[config.mk]
export PLATFORM = sky130hd
export DESIGN_NAME = clkbank_top
export DESIGN_NICKNAME = d
export VERILOG_FILES = /design/src/rtl/clkbank_pkg.sv /design/src/rtl/clkbank_ctrl.sv /design/src/rtl/clkbank_div.sv /design/src/rtl/clkbank_datapath.sv /design/src/rtl/clkbank_top.sv
export SDC_FILE = /design/constraint.sdc
export NUM_CORES = 1
export LEC_CHECK = 0
export BUFFER_PORTS_ARGS = -buffer_cell sky130_fd_sc_hd__buf_4
export CORE_UTILIZATION = 54
export DETAILED_ROUTE_END_ITERATION = 6
export PLACE_DENSITY = 0.86
export SKIP_CTS_REPAIR_TIMING = 1
export SLEW_MARGIN = 15
export SYNTH_ARGS = -nofsm -noshare
export SYNTH_HDL_FRONTEND = slang
export SYNTH_HIERARCHICAL = 1
export SYNTH_SLANG_ARGS = --single-unit
[constraint.sdc]
create_clock -name testClk -period 3.45 [get_ports testClk]
set_input_delay 0.345 -clock testClk [delete_from_list [all_inputs] [get_ports testClk]]
set_output_delay 0.345 -clock testClk [all_outputs]
set_load 0.02 [all_outputs]
[src/rtl/clkbank_pkg.sv]
package clkbank_pkg;

  localparam int GROUPS = 7;
  localparam int G_CPU  = 0;
  localparam int G_SDR  = 1;
  localparam int G_V66  = 2;
  localparam int G_PCI  = 3;
  localparam int G_U48  = 4;
  localparam int G_REF  = 5;
  localparam int G_APIC = 6;

  typedef enum logic [1:0] {
    CPU_SRC_66,
    CPU_SRC_SDRAM_INV,
    CPU_SRC_133
  } cpuSrc_e;

  typedef enum logic [2:0] {
    MODE_OFF,
    MODE_TEST,
    MODE_CPU66,
    MODE_CPU100,
    MODE_RSVD,
    MODE_CPU133
  } mode_e;

  // Strobes from control to datapath.
  typedef struct packed {
    logic    oeAll;
    logic    useTest;
    logic    divClr;
    cpuSrc_e cpuSrc;
    logic    modeErr;
  } ctrlStrobe_t;

endpackage

[src/rtl/clkbank_ctrl.sv]
module clkbank_ctrl
  import clkbank_pkg::*;
(
  input  logic        selFast,
  input  logic [1:0]  selMode,
  output ctrlStrobe_t strobe
);

  mode_e mode;

  // Mode decode: the low two bits pick off/test, else selFast splits the rest.
  always_comb begin
    unique case (selMode)
      2'b00:   mode = MODE_OFF;
      2'b01:   mode = MODE_TEST;
      2'b10:   mode = selFast ? MODE_RSVD   : MODE_CPU66;
      default: mode = selFast ? MODE_CPU133 : MODE_CPU100;
    endcase
  end

  always_comb begin
    strobe.oeAll   = 1'b0;
    strobe.useTest = 1'b0;
    strobe.divClr  = 1'b1;
    strobe.cpuSrc  = CPU_SRC_66;
    strobe.modeErr = 1'b0;
    unique case (mode)
      MODE_OFF: ;
      MODE_TEST: begin
        strobe.oeAll   = 1'b1;
        strobe.useTest = 1'b1;
        strobe.divClr  = 1'b0;
      end
      MODE_CPU66: begin
        strobe.oeAll  = 1'b1;
        strobe.cpuSrc = CPU_SRC_66;
      end
      MODE_CPU100: begin
        strobe.oeAll  = 1'b1;
        strobe.cpuSrc = CPU_SRC_SDRAM_INV;
      end
      MODE_CPU133: begin
        strobe.oeAll  = 1'b1;
        strobe.cpuSrc = CPU_SRC_133;
      end
      MODE_RSVD: strobe.modeErr = 1'b1;
      default: ;
    endcase
  end

endmodule

[src/rtl/clkbank_div.sv]
// Even-ratio divider with 50 percent duty, or pass-through for ratio 1.
module clkbank_div #(
  parameter int RATIO = 4
) (
  input  logic clk,
  input  logic rstN,
  input  logic clr,
  output logic divOut
);

  generate
    if (RATIO == 1) begin : g_pass
      assign divOut = clk;
    end else begin : g_count
      localparam int HALF = RATIO / 2;
      localparam int CW   = (HALF > 1) ? $clog2(HALF) : 1;
      localparam logic [CW-1:0] LAST = CW'(HALF - 1);

      logic [CW-1:0] cnt;
      logic          outQ;

      always_ff @(posedge clk or negedge rstN) begin
        if (!rstN) begin
          cnt  <= '0;
          outQ <= 1'b0;
        end else if (clr) begin
          cnt  <= '0;
          outQ <= 1'b0;
        end else if (cnt == LAST) begin
          cnt  <= '0;
          outQ <= ~outQ;
        end else begin
          cnt <= cnt + 1'b1;
        end
      end

      assign divOut = outQ;


      half_period_toggle_chk: assert property (@(posedge clk) disable iff (!rstN)
        (!clr && cnt == LAST) |=> (outQ != $past(outQ)));

      hold_between_toggles_chk: assert property (@(posedge clk) disable iff (!rstN)
        (!clr && cnt != LAST) |=> $stable(outQ));

      clear_low_chk: assert property (@(posedge clk) disable iff (!rstN)
        clr |=> (!outQ && cnt == '0));
    end
  endgenerate

endmodule

[src/rtl/clkbank_datapath.sv]
module clkbank_datapath
  import clkbank_pkg::*;
#(
  parameter int DIV_CPU  = 4,
  parameter int DIV_SDR  = 4,
  parameter int DIV_V66  = 6,
  parameter int DIV_PCI  = 12,
  parameter int DIV_U48  = 2,
  parameter int DIV_REF  = 1,
  parameter int DIV_APIC = 12
) (
  input  logic              testClk,
  input  logic              rstN,
  input  ctrlStrobe_t       strobe,
  input  logic              synCpu133,
  input  logic              synSdram,
  input  logic              syn66,
  input  logic              syn33,
  input  logic              syn48,
  input  logic              synRef,
  output logic [GROUPS-1:0] grpClk,
  output logic [GROUPS-1:0] grpOe
);

  localparam int RATIO [GROUPS] = '{DIV_CPU, DIV_SDR, DIV_V66, DIV_PCI,
                                    DIV_U48, DIV_REF, DIV_APIC};

  logic [GROUPS-1:0] divClk;
  logic [GROUPS-1:0] normClk;

  // One divider per group, all sharing one clear so edges stay aligned.
  generate
    for (genvar g = 0; g < GROUPS; g++) begin : g_grp
      clkbank_div #(.RATIO(RATIO[g])) u_div (
        .clk   (testClk),
        .rstN  (rstN),
        .clr   (strobe.divClr),
        .divOut(divClk[g])
      );
    end
  endgenerate

  always_comb begin
    unique case (strobe.cpuSrc)
      CPU_SRC_SDRAM_INV: normClk[G_CPU] = ~synSdram;
      CPU_SRC_133:       normClk[G_CPU] = synCpu133;
      default:           normClk[G_CPU] = syn66;
    endcase
    normClk[G_SDR]  = synSdram;
    normClk[G_V66]  = syn66;
    normClk[G_PCI]  = syn33;
    normClk[G_U48]  = syn48;
    normClk[G_REF]  = synRef;
    normClk[G_APIC] = syn33;
  end

  always_comb begin
    for (int g = 0; g < GROUPS; g++) begin
      grpClk[g] = strobe.oeAll & (strobe.useTest ? divClk[g] : normClk[g]);
    end
    grpOe = {GROUPS{strobe.oeAll}};
  end


  disabled_quiet_chk: assert property (@(posedge testClk) disable iff (!rstN)
    !strobe.oeAll |-> (grpOe == '0 && grpClk == '0));

  reserved_off_chk: assert property (@(posedge testClk) disable iff (!rstN)
    strobe.modeErr |-> (grpOe == '0));

  apic_follows_pci_chk: assert property (@(posedge testClk) disable iff (!rstN)
    grpClk[G_APIC] == grpClk[G_PCI]);

  test_cpu_sdram_chk: assert property (@(posedge testClk) disable iff (!rstN)
    strobe.useTest |-> (grpClk[G_CPU] == grpClk[G_SDR]));

  cpu100_antiphase_chk: assert property (@(posedge testClk) disable iff (!rstN)
    (strobe.oeAll && !strobe.useTest && strobe.cpuSrc == CPU_SRC_SDRAM_INV)
      |-> (grpClk[G_CPU] != grpClk[G_SDR]));

  test_entry_low_chk: assert property (@(posedge testClk) disable iff (!rstN)
    $past(strobe.divClr) |-> (divClk[G_PCI] == 1'b0 && divClk[G_V66] == 1'b0));

endmodule

[src/rtl/clkbank_top.sv]
module clkbank_top
  import clkbank_pkg::*;
#(
  parameter int DIV_CPU  = 4,
  parameter int DIV_SDR  = 4,
  parameter int DIV_V66  = 6,
  parameter int DIV_PCI  = 12,
  parameter int DIV_U48  = 2,
  parameter int DIV_REF  = 1,
  parameter int DIV_APIC = 12
) (
  input  logic              testClk,
  input  logic              rstN,
  input  logic              selFast,
  input  logic [1:0]        selMode,
  input  logic              synCpu133,
  input  logic              synSdram,
  input  logic              syn66,
  input  logic              syn33,
  input  logic              syn48,
  input  logic              synRef,
  output logic [GROUPS-1:0] grpClk,
  output logic [GROUPS-1:0] grpOe,
  output logic              modeErr
);

  ctrlStrobe_t strobe;

  clkbank_ctrl u_ctrl (
    .selFast(selFast),
    .selMode(selMode),
    .strobe (strobe)
  );

  clkbank_datapath #(
    .DIV_CPU (DIV_CPU),
    .DIV_SDR (DIV_SDR),
    .DIV_V66 (DIV_V66),
    .DIV_PCI (DIV_PCI),
    .DIV_U48 (DIV_U48),
    .DIV_REF (DIV_REF),
    .DIV_APIC(DIV_APIC)
  ) u_dp (
    .testClk  (testClk),
    .rstN     (rstN),
    .strobe   (strobe),
    .synCpu133(synCpu133),
    .synSdram (synSdram),
    .syn66    (syn66),
    .syn33    (syn33),
    .syn48    (syn48),
    .synRef   (synRef),
    .grpClk   (grpClk),
    .grpOe    (grpOe)
  );

  assign modeErr = strobe.modeErr;

endmodule

==> qor.csv <==
metric,value,unit
routability cong.,0.6574,
WP depth,5,
status,"complete, but fails checks",
initial antenna violation count,0,
Synth Instances,91,
Lkg Pwr,0.0005322,uW
Mean Syn Cell Area,10.35,um2
synth unique cells,27,
io pins,26,
Slew @ Worst Pin,595.1,ps
Setup crit end kind,output pin,
Ys Warns,6,
worst vdd ir,0.3077,mV
Hold Path Class,in -> async,
Worst Path Buf+Inv,3,
Antenna diodes,0,
WL per Instance,12.48,um
RSZ-0062 raised after global routing,no,
share of post-route cells with drive strength above 1,36.84,%
max cap viols,0,
GRT Util Overall,20.33,%
GRT Residual Overflow,0,
part of the power in combinational logic,18.9,%
post-synthesis cell area,942.2,um2
DP HPWL,1171,um
largest net degree at the start of global routing,20,
fillers,124,
CP peak stage delay,150,ps
Setup CP Type,clk -> out,
Fin Clk Skew,5.467,ps
crit path launch type,clock port,
vias in the first global route,710,
Sequential Power Share,46.0,%
FF-to-FF Start,u_dp/g_grp[3].u_div/g_count.cnt[1]$_DFF_PN0_,
cell row count,14,
number of remaining DRC errors,3,
post-synthesis net count,104,
sequential-to-total area share from yosys stat,42.50,%
cell count of the worst reg-to-reg path,2,
TNS Setup,0,ps
Clk pwr share,35.2,%
CTS tree,yes,
Synth Register Bits,16,
Setup Viol. Count Final,0,
Max Slew Vio Count,0,
clock latency on the worst-skew pair,380,ps
Slew headroom,60.28,%
routed wire length,1623,um
DRT Pass-1 Iters,7,
largest fanout on the critical path,2,
Net Sw Frac,26.91,%
cell internal pwr,315.5,uW
chip width,43.77,um
DR iter-0 viols,10,
P_sw,116.2,uW
Final #Nets,129,
post-DR vias/cell,5.254,
P per Cell Area,380.9,nW/um2
die area,1916,um2
clock slew at reported path FFs,80,ps
failing checks,DRC,
"CP delay by family, top",buffers and inverters,
Die Span Y,43.77,um
Worst setup startpoint,testClk,
area of the core,1559,um2
routed vias,683,
Final Hold Fails,0,
CP arrival,2320,ps
most frequent CP cell,clkbuf_4,
Inst Count DP,123,
CP cell instances,"clkbuf_4, clkbuf_4, mux2i_1, nor2b_1, buf_4",
Antenna Nets Post-Route,0,
"Core Util, Final",72.71,%
slowest library cell on the worst path,mux2i_1,
Starting Density,60.43,%
first-pass GRT wire length,2815,um
Non-Filler Instances,130,
Required @ worst endpoint,3110,ps
port bufs,25,
area delta synth->final,20.32,%
==> metal layers <==
layer / share of wire (%) / GRT usage (%) / up-vias
li1: - / - / 337
met1: 41 / 22.95 / 326
met2: 51 / 33.73 / 17
met3: 7.0 / 6.667 / 3
met4: 0.49 / 11.25 / 0
met5: 0 / 0 / -
==> final cells by class <==
type	instances	area, um2	share of cell area, %
Multi-Input combinational cell	61	451.7	39.85
Tap cell	16	20.02	1.766
Timing Repair Buffer	25	190.2	16.78
Inverter	5	18.77	1.656
Clock buffer	7	52.55	4.636
Sequential cell	16	400.4	35.32
==> worst register-to-register path: stages, from the launching register on <==
cell and delay, ps:
dfrtp_1 420, or3b_1 410, a21oi_2 120
==> path summary, 6_finish.rpt <==
path	slack, ps	end
worst max-delay path	780	grpClk[5]
worst min-delay path	350	u_dp/g_grp[2].u_div/g_count.cnt[0]$_DFF_PN0_
worst max register to register	2440	u_dp/g_grp[3].u_div/g_count.cnt[1]$_DFF_PN0_
worst min register to register	440	u_dp/g_grp[4].u_div/divOut$_DFF_PN0_
max in group asynchronous	2920	u_dp/g_grp[6].u_div/divOut$_DFFE_PN0P_
min in group testClk	440	u_dp/g_grp[4].u_div/divOut$_DFF_PN0_
==> metrics by stage <==
step	instance area, um2	power [uW]	setup WS [ps]	hold WS, ps
floorplan	942.2	279.2	1045	49.41
global placement	1079	292.7	1070	208.7
detailed placement	1079	294.9	1070	209.3
CTS	1124	438.9	757.4	-208.5
global route	1134	455.8	766.0	352.7
finish	1134	431.7	783.7	349.7
==> placed cells by master, fill, tap and decap left out <==
cell           Yosys  final
a21boi_0           2      2
a21o_2             1      1
nor3_2             1      1
nor2b_1            8      8
a21oi_1            2      2
nor3b_2            1      1
a2111oi_4          1      1
buf_4              8     25
nor2b_4            1      1
nor3_1             1      1
nand3b_1           4      4
a21oi_2            2      2
mux2_4             1      1
nor3b_1            2      2
or3b_1             2      2
xnor2_1            2      2
nor2_1            12     12
mux2i_1            4      4
o21ai_0            1      1
nand2b_1           4      4
dfrtp_1           16     16
inv_1              5      5
nor2b_2            1      1
dlygate4sd3_1      0      1
nand2_1            4      4
clkbuf_4           0      6
mux2_2             2      2
ha_1               2      2
==> power by group through the flow <==
stage	sequential (uW)	combinational (uW)	clock (uW)
after detailed placement	202	81.0	11.8
after floorplan	201	54.4	24.0
final	199	81.4	152
after global routing	200	88.9	167
after global placement	202	79.3	11.8
after CTS	199	81.5	159
==> cells in the mapped netlist <==
cell type	instances	area share, %
a2111oi_4	1	2.9
a21boi_0	2	1.6
a21o_2	1	0.93
a21oi_1	2	1.1
a21oi_2	2	1.9
buf_4	8	6.4
buf_6	1	1.2
dfrtp_1	16	42
ha_1	2	2.7
inv_1	5	2.0
mux2_2	2	2.4
mux2_4	1	1.6
mux2i_1	4	4.2
nand2_1	4	1.6
nand2b_1	4	2.7
nand3b_1	4	3.2
nor2_1	12	4.8
nor2b_1	8	5.3
nor2b_2	1	0.93
nor2b_4	1	1.5
nor3_1	1	0.53
nor3_2	1	1.1
nor3b_1	2	1.6
nor3b_2	1	1.3
o21ai_0	1	0.53
or3b_1	2	1.9
xnor2_1	2	1.9
==> registers in the layout, indices dropped and copies added (netlist names) <==
name	count
u_dp/g_grp.u_div/divOut	6
u_dp/g_grp.u_div/g_count.cnt	10
==> logic make-up after synthesis <==
kind of cell | share of synthesized area, %
and+or+nand+nor | 26.29
DFF | 42.50
buffers and inverters | 9.562
AOI/OAI and AO/OA | 8.898
muxes | 8.233
xor gates and xnor gates | 1.860
adders and majority gates | 2.656
Power figures use the tool's default switching activity.
